File: src/rtl/spi_rs_pkg.sv
package spi_rs_pkg;
  typedef enum logic {
    DIR_WRITE = 1'b0,
    DIR_READ  = 1'b1
  } spi_dir_e;
endpackage

File: src/rtl/spi_rs_seq.sv
// Bit sequencer: command phase counter, then byte position counter.
module spi_rs_seq #(
  parameter int INSTR_W = 16,
  parameter int BYTE_W  = 8
) (
  input  logic sclk,
  input  logic csb,
  output logic in_instr,
  output logic instr_last,
  output logic in_data,
  output logic byte_last
);
  localparam int CW = $clog2(INSTR_W + 1);
  localparam int BW = (BYTE_W > 1) ? $clog2(BYTE_W) : 1;

  logic [CW-1:0] cnt_q, cnt_d;
  logic [BW-1:0] bc_q, bc_d;

  always_comb begin
    in_data    = (cnt_q == CW'(INSTR_W));
    in_instr   = !in_data;
    instr_last = (cnt_q == CW'(INSTR_W - 1));
    byte_last  = in_data && (bc_q == BW'(BYTE_W - 1));
    cnt_d      = in_data ? cnt_q : cnt_q + 1'b1;
    if (!in_data || byte_last) bc_d = '0;
    else                       bc_d = bc_q + 1'b1;
  end

  always_ff @(posedge sclk or posedge csb) begin
    if (csb) begin
      cnt_q <= '0;
      bc_q  <= '0;
    end else begin
      cnt_q <= cnt_d;
      bc_q  <= bc_d;
    end
  end
endmodule

File: src/rtl/spi_rs_shift.sv
// Receive and transmit shifters; transmit bit launched on falling edge.
module spi_rs_shift #(
  parameter int W = 8
) (
  input  logic         sclk,
  input  logic         csb,
  input  logic         in_data,
  input  logic         load,
  input  logic [W-1:0] load_val,
  input  logic         sdi,
  input  logic         drive_req,
  output logic [W-1:0] rx_word,
  output logic         launch_bit,
  output logic         drive
);
  logic [W-1:0] rx_q, rx_d, tx_q, tx_d;

  always_comb begin
    rx_word = {rx_q[W-2:0], sdi};
    rx_d    = in_data ? rx_word : rx_q;
    if (load)         tx_d = load_val;
    else if (in_data) tx_d = {tx_q[W-2:0], 1'b0};
    else              tx_d = tx_q;
  end

  always_ff @(posedge sclk or posedge csb) begin
    if (csb) begin
      rx_q <= '0;
      tx_q <= '0;
    end else begin
      rx_q <= rx_d;
      tx_q <= tx_d;
    end
  end

  always_ff @(negedge sclk or posedge csb) begin
    if (csb) begin
      launch_bit <= 1'b0;
      drive      <= 1'b0;
    end else begin
      launch_bit <= tx_q[W-1];
      drive      <= drive_req;
    end
  end
endmodule

File: src/rtl/spi_rs_regfile.sv
// Byte register file; unmapped addresses ignore writes and read as zero.
module spi_rs_regfile #(
  parameter int ADDR_W = 15,
  parameter int DEPTH  = 16,
  parameter int W      = 8
) (
  input  logic              sclk,
  input  logic              rst_n,
  input  logic              we,
  input  logic [ADDR_W-1:0] waddr,
  input  logic [W-1:0]      wdata,
  input  logic [ADDR_W-1:0] raddr,
  output logic [W-1:0]      rdata
);
  localparam int IDX_W = (DEPTH > 1) ? $clog2(DEPTH) : 1;

  logic [W-1:0] mem [DEPTH];

  for (genvar g = 0; g < DEPTH; g++) begin : g_reg
    always_ff @(posedge sclk or negedge rst_n) begin
      if (!rst_n)                                 mem[g] <= '0;
      else if (we && (waddr == ADDR_W'(g)))       mem[g] <= wdata;
    end
  end

  always_comb begin
    if (raddr < ADDR_W'(DEPTH)) rdata = mem[raddr[IDX_W-1:0]];
    else                        rdata = '0;
  end
endmodule

File: src/rtl/spi_rs_slave.sv
module spi_rs_slave
  import spi_rs_pkg::*;
#(
  parameter int ADDR_W = 15,
  parameter int DATA_W = 8,
  parameter int DEPTH  = 16
) (
  input  logic              rst_n,
  input  logic              csb,
  input  logic              sclk,
  input  logic              three_wire,
  input  logic              sdio_in,
  output logic              sdio_out,
  output logic              sdio_oe,
  output logic              sdo,
  output logic              wr_stb,
  output logic [ADDR_W-1:0] wr_addr,
  output logic [DATA_W-1:0] wr_data
);
  localparam int INSTR_W = ADDR_W + 1;

  logic in_instr, instr_last, in_data, byte_last;
  logic [ADDR_W-1:0] cmd_q, cmd_d;
  logic [ADDR_W-1:0] addr_q, addr_d;
  spi_dir_e          dir_q, dir_d;
  logic [DATA_W-1:0] rx_word, rd_data;
  logic              launch_bit, drive, drive_req, load;

  spi_rs_seq #(.INSTR_W(INSTR_W), .BYTE_W(DATA_W)) u_seq (
    .sclk(sclk), .csb(csb), .in_instr(in_instr), .instr_last(instr_last),
    .in_data(in_data), .byte_last(byte_last)
  );

  always_comb begin
    cmd_d  = in_instr ? {cmd_q[ADDR_W-2:0], sdio_in} : cmd_q;
    dir_d  = dir_q;
    addr_d = addr_q;
    if (instr_last) begin
      dir_d  = spi_dir_e'(cmd_q[ADDR_W-1]);
      addr_d = {cmd_q[ADDR_W-2:0], sdio_in};
    end else if (byte_last) begin
      addr_d = addr_q - 1'b1;
    end
  end

  always_ff @(posedge sclk or posedge csb) begin
    if (csb) begin
      cmd_q  <= '0;
      addr_q <= '0;
      dir_q  <= DIR_WRITE;
    end else begin
      cmd_q  <= cmd_d;
      addr_q <= addr_d;
      dir_q  <= dir_d;
    end
  end

  assign load      = instr_last || byte_last;
  assign drive_req = in_data && (dir_q == DIR_READ);
  assign wr_stb    = byte_last && (dir_q == DIR_WRITE);
  assign wr_addr   = addr_q;
  assign wr_data   = rx_word;

  spi_rs_shift #(.W(DATA_W)) u_shift (
    .sclk(sclk), .csb(csb), .in_data(in_data), .load(load), .load_val(rd_data),
    .sdi(sdio_in), .drive_req(drive_req), .rx_word(rx_word),
    .launch_bit(launch_bit), .drive(drive)
  );

  spi_rs_regfile #(.ADDR_W(ADDR_W), .DEPTH(DEPTH), .W(DATA_W)) u_rf (
    .sclk(sclk), .rst_n(rst_n), .we(wr_stb), .waddr(addr_q), .wdata(rx_word),
    .raddr(addr_d), .rdata(rd_data)
  );

  always_comb begin
    sdio_oe  = !csb && three_wire && drive;
    sdio_out = sdio_oe && launch_bit;
    sdo      = !csb && !three_wire && drive && launch_bit;
  end
endmodule

File: config.mk
export PLATFORM = sky130hd
export DESIGN_NAME = spi_rs_slave
export DESIGN_NICKNAME = d
export VERILOG_FILES = /design/src/rtl/spi_rs_pkg.sv /design/src/rtl/spi_rs_seq.sv /design/src/rtl/spi_rs_shift.sv /design/src/rtl/spi_rs_regfile.sv /design/src/rtl/spi_rs_slave.sv
export SDC_FILE = /design/constraint.sdc
export NUM_CORES = 1
export LEC_CHECK = 0
export ABC_AREA = 1
export BUFFER_PORTS_ARGS = -buffer_cell sky130_fd_sc_hd__clkbuf_2
export CELL_PAD_IN_SITES_DETAIL_PLACEMENT = 0
export CELL_PAD_IN_SITES_GLOBAL_PLACEMENT = 1
export CORE_AREA = 2 2 143 145
export CTS_CLUSTER_SIZE = 25
export DETAILED_ROUTE_END_ITERATION = 12
export DIE_AREA = 0 0 145 147
export PLACE_DENSITY_LB_ADDON = 0.1
export SKIP_LAST_GASP = 1
export SLEW_MARGIN = 10
export SYNTH_ARGS = -nofsm -noshare
export SYNTH_HDL_FRONTEND = slang
export SYNTH_SLANG_ARGS = --single-unit
export TNS_END_PERCENT = 50
File: constraint.sdc
create_clock -name sclk -period 2.9 [get_ports sclk]
set_clock_uncertainty 0.15 [all_clocks]
set_input_delay 0.435 -clock sclk [delete_from_list [all_inputs] [get_ports sclk]]
set_output_delay 0.435 -clock sclk [all_outputs]
set_load 0.05 [all_outputs]
Yosys cells after proc, flatten, opt, wreduce, memory -nomap -nowiden
Index checks and enable logic that the tools add are counted.
{ "totals": {"regBits": 184, "elab_cells": 91} }
{ "classes": {"addsub": 3, "n_lt_le_gt_ge": 2, "eq_ne": 18, "n_mux": 9, "n_bitwise": 2, "reduce_logical": 32} }
{ "op_table": {"columns": ["operator", "count"], "rows": [
  ["== test 15 x 4 -> 1 bit (second input constant)", 8],
  ["== test 15 x 3 -> 1 bit (second input constant)", 4],
  ["two-way mux 8 bit", 5],
  ["binary-select mux 8 bit (select 4 bit)", 1],
  ["== test 15 x 2 -> 1 bit (second input constant)", 2],
  ["two-way mux 15 bit", 2],
  ["logical AND 1 bit", 25],
  ["== test 15 x 1 -> 1 bit (second input constant)", 1],
  ["zero test 15 bit", 1],
  ["less-than comparator 15 x 5 -> 1 bit (second input constant)", 1],
  ["subtractor 15 x 1 -> 15 bit (second input constant)", 1],
  ["adder 5 x 1 -> 5 bit (second input constant)", 1],
  ["== test 5 x 4 -> 1 bit (second input constant)", 1],
  ["== test 5 bit (second input constant)", 1],
  ["greater-or-equal comparator 5 bit (second input constant)", 1],
  ["NOT 4 -> 5 bit", 1],
  ["adder 3 x 1 -> 3 bit (second input constant)", 1],
  ["== test 3 bit (second input constant)", 1],
  ["zero test 1 bit", 3],
  ["two-way mux 3 bit", 1],
  ["logical OR 1 bit", 2],
  ["nonzero test 2 bit", 1],
  ["NOT 1 bit", 1]
]} }

Longest topological paths before layout
Gate-level depths: netlist (run 1).
{ "logic_depth": {"word_depth": 10, "mapped_depth": 19} }

Modules after synthesis
From an unflattened synthesis (run 1), not the netlist that was laid out.
{ "unflattened": {"hier_cells": 1108, "hier_area_um2": 9028.7} }
{ "by_module_without_submodules": {"columns": ["mod", "instances", "cells_each", "area_each_um2", "seq_area_each_um2"], "rows": [
  ["spi_rs_regfile", 1, 777, 6262.3, 3203.1],
  ["spi_rs_slave", 1, 196, 1595.3, 775.7],
  ["spi_rs_shift", 1, 86, 743.2, 425.4],
  ["spi_rs_seq", 1, 49, 427.9, 200.2]
]} }

==> impl_results.md, run 1 <==
* Core area at 19,800 um^2
* CP Launch Type: register
* Antenna Nets Post-Route at 0
* Die Area at 21,300 um^2
* # DRC at 0
* Worst Slack Setup Final at -0.479 ns
* Max cap viols at 0
* Starting Density at 45.9%
* Setup_tns at -1.24 ns
* Iter 0 DRT Violations at 647
* Final Instance Area at 10,300 um^2
* CP Class: reg -> out
* Count of final setup violators at 3
* Clock Root Buffer: clkbuf_16
* Post-synth net total at 1,140
* CTS sink cnt at 184
* Vias in the first global route at 6,965
* Antenna cells at 0
* Reg clk slew, reported paths at 0.07 ns
* Number of core rows at 52
* GRT Util Overall at 24.2%
* Post-DR wirelength/cell at 17.3 um
* Avg Vias per Cell at 5.21
* Hold WC Path Type: reg -> reg
* R2r setup slk at 0.16 ns
* Share of cells above drive strength 1 at 13.9%
* Cells after synthesis at 1,126
* Clock latency on the worst-skew pair at 0.43 ns
* Placed cell area at 9640 um^2
* Synthesis-stage register bit count at 184
* RSZ-0062 raised after global routing: true
* Synth warnings at 0
* CP max FO at 2
* Dpl hpwl at 16,100 um
* Sequential area share after synthesis at 50.6%
* Die W at 145 um
* Cell area power density at 589 nW/um^2
* WL final at 24,700 um
* Global-route wire length before repair at 39,900 um
* Final core utilization at 52.0%
* Port Buf Inserts at 31
* Total grt overflow at 0
* Rel. slew slack at 47.9%
* Die Ht at 147 um
* Critical Path AT at 2.79 ns
* Largest net degree at the start of global routing at 73
* Violated checks: setup timing
* Drt first pass iters at 5
* CP endpoint kind: output pin
* VDD IR max at 470 uV
* Area Growth Syn to Fin at 13.5%
* CP required at 2.32 ns
* H-tree depth at 4
* Clock buffer depth at 2
* Pwr Total at 6.09 mW
* CTS tree: yes
* Fin. max-slew vios at 0
* Final nets at 1,160
* Post-Syn Area at 9100 um^2
* Via count at 7,443
* Endpoints failing hold at 0
* Routability Congestion at 0.853
* Worst Max-Slew Pin Slew at 0.781 ns
* Status: finished with violations
* I/O Pins at 32
* Initial antenna violation count at 0
* Total CTS buffers at 17
* Avg Cell Area, Syn at 8.08 um^2
* Synth cell types at 34
* Pleak at 4.79 nW
[state kept, by name, indices dropped and copies added, names as in the netlist]
signal,cells
wr_addr,15
u_shift.rx_q,7
u_shift.tx_q,8
cmd_q,15
u_seq.bc_q,3
u_rf.mem,128
dir_q,1
u_seq.cnt_q,5
u_shift.launch_bit,1
u_shift.drive,1
[area by class of cell]
type	count	area, um^2
Clock buffer	20	447
Clock inverter	12	163
Fill cell	1931	9520
Inverter	85	325
Multi-Input combinational cell	793	3910
Sequential cell	184	4600
Tap cell	270	338
Timing Repair Buffer	65	542
[path summary, 6_finish.rpt]
| kind | startpoint | endpoint | cells past startpoint |
|---|---|---|---|
| setup reg to reg | u_seq.cnt_q[0] | u_shift.drive | 6 |
| hold / removal | u_seq.bc_q[0] | u_seq.bc_q[0] | 1 |
| hold reg to reg | u_seq.bc_q[0] | u_seq.bc_q[0] | 1 |
| min in group asynchronous | rst_n | u_rf.mem[61] | 2 |
| setup / recovery | u_shift.launch_bit | sdio_out | 3 |
| max in group asynchronous | csb | u_shift.launch_bit | 3 |
[logic make-up (layout without fill, tap and decap cells)]
logic type / count (synthesis) / count (layout) / synth area share [%]
xor gates and xnor gates: 3 / 3 / 0.289
AOI/OAI and AO/OA: 167 / 167 / 9.83
DFF: 184 / 184 / 50.6
and+or+nand+nor: 614 / 614 / 31.1
adders and majority gates: 9 / 9 / 1.24
buffers and inverters: 149 / 182 / 6.97
[Yosys cell counts (all sizes together)]
| library cell | count | area [um^2] |
|---|---|---|
| nand2 | 339 | 1290 |
| nand3 | 194 | 1070 |
| dfrtp | 182 | 4550 |
| o21ai | 152 | 761 |
| inv | 83 | 312 |
| nor2 | 47 | 262 |
| clkbuf | 38 | 143 |
| buf | 26 | 173 |
| nor3 | 18 | 90.1 |
| a21oi | 11 | 77.6 |
| ha | 9 | 113 |
| nand3b | 6 | 45.0 |
| nand4 | 6 | 43.8 |
| a31oi | 3 | 48.8 |
| xor2 | 3 | 26.3 |
| clkinv | 2 | 7.51 |
| dfrtn | 2 | 50.1 |
| nor4 | 2 | 12.5 |
| nor3b | 1 | 7.51 |
| o211ai | 1 | 7.51 |
| or2 | 1 | 6.26 |
[power breakdown]
part           switching, mW  total [mW]  internal, mW
registers             0.0510        2.66          2.61
logic                  0.733        1.00         0.270
clock network           1.03        2.42          1.39
[timing repair]
| action | CTS | global route |
|---|---|---|
| buffers inserted | 0 | 2 |
| pin swaps | 0 | 2 |
| hold endpoints to repair | 31 | 0 |
| gates resized for setup | 5 | 9 |
| setup endpoints to repair | 3 | 10 |
| cloned | 0 | 0 |
| hold buffers | 2 | 0 |
[critical path, cell delays in order, from the launching register on]
cell      delay (ns)
dfrtn_1         0.41
inv_2           0.06
nor4_4          0.23
clkbuf_8        0.23
[metrics by stage]
step / cells / hold WS (ns) / setup slack [ns]
2_1_floorplan: 1126 / -0.0106 / -0.194
5_1_grt: 1429 / 0.316 / -0.552
3_3_place_gp: 1393 / 0.239 / -0.0969
4_1_cts: 1427 / 0.289 / -0.477
6_report: 1429 / 0.282 / -0.479
3_5_place_dp: 1393 / 0.239 / -0.111
[per-layer routing]
layer  global-route usage [%]  part of all wire [%]  vias to the layer above  routed length [um]
li1                         -                     -                     3721                   -
met5                        0                     0                        -                   0
met4                     5.89                   1.3                        0                 317
met1                     35.1                    49                     3542               12100
met3                     3.66                   3.3                       22                 820
met2                     38.4                    47                      158               11500
[placed cells by master (no fill, tap or decap), types with 2 or more instances in the layout]
cell | synthesis | layout
a21oi_1 | 5 | 5
a21oi_2 | 6 | 6
a31oi_4 | 2 | 2
buf_12 | 0 | 8
buf_4 | 12 | 25
bufinv_16 | 0 | 3
clkbuf_1 | 38 | 2
clkbuf_16 | 0 | 17
clkbuf_2 | 0 | 27
clkbuf_8 | 0 | 3
clkinv_1 | 2 | 2
clkinvlp_4 | 0 | 3
dfrtn_1 | 2 | 2
dfrtp_1 | 182 | 182
dlygate4sd3_1 | 0 | 2
ha_1 | 9 | 8
inv_1 | 72 | 69
inv_2 | 11 | 12
inv_6 | 0 | 5
nand2_1 | 332 | 331
nand2_2 | 7 | 8
nand3_1 | 175 | 175
nand3_2 | 18 | 18
nand3b_1 | 6 | 6
nand4_1 | 5 | 5
nor2_1 | 34 | 34
nor2_2 | 6 | 6
nor2_4 | 5 | 5
nor2_8 | 2 | 2
nor3_1 | 18 | 17
nor4_4 | 0 | 2
o21ai_0 | 140 | 140
o21ai_1 | 12 | 12
xor2_1 | 3 | 3
(Power assumes the default switching activity.)
==> run 2, diff against run 1 <==
==> constraint.sdc (replaced) <==
create_clock -name sclk -period 2.9 [get_ports sclk]
set_clock_uncertainty 0.15 [all_clocks]
set_input_delay 0.145 -clock sclk [delete_from_list [all_inputs] [get_ports sclk]]
set_output_delay 0.145 -clock sclk [all_outputs]
set_load 0.05 [all_outputs]
==> impl_results.md, run 2 (synthesis results as in run 1) <==
* Post-DR wirelength/cell at 17.8 um (+3.0%)
* GRT Util Overall at 24.9% (+0.77 points)
* Starting Density at 45.9% (unchanged)
* Die Area at 21,300 um^2 (unchanged)
* P_int at 4.27 mW (about the same)
* Total grt overflow at 0 (unchanged)
* Die W at 145 um (unchanged)
* Final Instance Area at 10,300 um^2 (about the same)
* Avg Vias per Cell at 5.22 (+0.28%)
* Clock latency on the worst-skew pair at 0.43 ns (about the same)
* Most frequent cells in the layout: nand2_1, dfrtp_1, nand3_1, o21ai_0, inv_1
* Buf/Inv on CP at 2 (unchanged)
* Fillers at 1,909 (-1.1%)
* Combinational share of power at 16.3% (-0.2 points)
* Clock power share at 40.2% (+0.4 points)
* Via count at 7,495 (+0.70%)
* Dpl hpwl at 16,900 um (+4.8%)
* WL final at 25,500 um (+3.4%)
* CP Class: reg -> out
* # DRC at 0 (unchanged)
* Max incr delay on CP at 0.40 ns (about the same)
* CP Cell Sequence: inv_2 -> nor4_4 -> clkbuf_8
* Total CTS buffers at 17 (unchanged)
* Sw Pwr at 1.84 mW (+1.6%)
* CP required at 2.61 ns (+0.29 ns)
* Status: finished with violations
* Rel. slew slack at 42.5% (-5.3 points)
* Pleak at 4.81 nW (+0.31%)
* Die Ht at 147 um (unchanged)
* Worst Slack Setup Final at -0.211 ns (+0.268 ns)
* I/O Pins at 32 (unchanged)
* Reg clk slew, reported paths at 0.07 ns (about the same)
* Port Buf Inserts at 31 (unchanged)
* Clock buffer depth at 2 (unchanged)
* Max cap viols at 0 (unchanged)
* Clock Root Buffer: clkbuf_16
* Cell area power density at 592 nW/um^2 (+0.48%)
* CTS sink cnt at 184 (unchanged)
* Max FFs per register at 128 (unchanged)
* Hold WC Path Type: in -> async
* Antenna cells at 0 (unchanged)
* DP Cell Count at 1,400 (+0.50%)
* CP Launch Type: register
* Endpoints failing hold at 0 (unchanged)
* RSZ-0062 raised after global routing: true
* Switching Fraction at 30.2% (+0.34 points)
* R2r setup slk at 0.18 ns (+0.02 ns)
* Vias in the first global route at 7,345 (+5.5%)
* Fin. max-slew vios at 0 (unchanged)
* Biggest register: u_rf.mem
* Number of core rows at 52 (unchanged)
* Max stage delay cell, worst path: dfrtn_1
* Largest net degree at the start of global routing at 57 (-22%)
* Iter 0 DRT Violations at 664 (+2.6%)
* Global-route wire length before repair at 41,300 um (+3.6%)
* Count of final setup violators at 3 (unchanged)
* Drt first pass iters at 5 (unchanged)
* Placed cell area at 9630 um^2 (-0.13%)
* Share of cells above drive strength 1 at 14.4% (+0.53 points)
* Critical Path AT at 2.82 ns (+0.03 ns)
* Final non-filler cell total at 1,435 (+0.42%)
* Commonest non-fill, non-tap cell in the layout: nand2_1
* Routability Congestion at 0.849 (-0.49%)
* Worst Max-Slew Pin Slew at 0.861 ns (+0.0798 ns)
* Violated checks: setup timing
* Sequential power share at 43.5% (-0.2 points)
* Critical path's top delay family: flip-flops
* Initial antenna violation count at 0 (unchanged)
* CP max FO at 3 (+1)
* CP endpoint kind: output pin
* Final nets at 1,166 (+0.52%)
* CTS tree: yes
* Area Growth Syn to Fin at 13.4% (about the same)
* Core area at 19,800 um^2 (unchanged)
* VDD IR max at 504 uV (+7.2%)
* Antenna Nets Post-Route at 0 (unchanged)
* H-tree depth at 4 (unchanged)
run 2: metrics by stage:
step	worst slack (ns)	total power, mW	utilization (%)	hold slack, ns	TNS [ns]
6_report	-0.211	6.11	52.0	0.0883	-0.412
5_1_grt	-0.277	6.35	52.0	0.0932	-0.608
4_1_cts	-0.195	6.15	51.8	0.0312	-0.492
3_5_place_dp	0.180	3.71	48.5	-0.0606	0
3_3_place_gp	0.210	3.71	48.5	-0.0644	0
2_1_floorplan	-0.209	3.33	-	-0.301	-0.783
run 2: final timing paths:
| path | start | to | cells after the start |
|---|---|---|---|
| max in group asynchronous | csb | u_shift.drive | 3 |
| min reg2reg | u_seq.bc_q[0] | u_seq.bc_q[0] | 1 |
| min | csb | u_seq.bc_q[0] | 3 |
| max | u_shift.drive | sdio_out | 3 |
| max reg2reg | u_seq.cnt_q[0] | u_shift.drive | 6 |
| min in group sclk | sdio_in | u_rf.mem[120] | 4 |
run 2: worst reg2reg max path, cell delays in order, from the launching register on:
cell	delay, ns
dfrtp_1	0.40
inv_1	0.06
ha_1	0.18
nand2_1	0.06
clkinv_1	0.11
nand2_1	0.10
nor2_1	0.04
run 2: layout make-up:
cell class / count / area [um^2] / share of cell area [%]
Clock inverter: 12 / 163 / 1.58
Timing Repair Buffer: 71 / 544 / 5.27
Inverter: 85 / 322 / 3.11
Tap cell: 270 / 338 / 3.27
Sequential cell: 184 / 4600 / 44.6
Clock buffer: 20 / 447 / 4.33
Multi-Input combinational cell: 793 / 3910 / 37.8
run 2: power by group through the flow:
stage | Combinational, mW | Sequential [mW] | Clock, mW
finish | 0.994 | 2.66 | 2.46
global route | 1.08 | 2.67 | 2.60
CTS | 1.00 | 2.66 | 2.49
detailed placement | 0.995 | 2.71 | 0
global placement | 0.994 | 2.71 | 0
floorplan | 0.527 | 2.80 | 0
run 2: repair_timing:
action | 4_1_cts | 5_1_grt
pin swaps | 1 | 2
setup buffers | 0 | 1
setup endpoints to repair | 3 | 8
hold buffers | 2 | 0
resized for setup | 4 | 14
endpoints found under the hold margin | 108 | 0
run 2: layer usage:
layer,vias to the layer above,track usage [%],part of all wire (%)
li1,3728,-,-
met1,3549,34.8,47
met2,184,39.9,46
met3,34,3.66,4.4
met4,0,9.01,2.5
met5,-,0,0
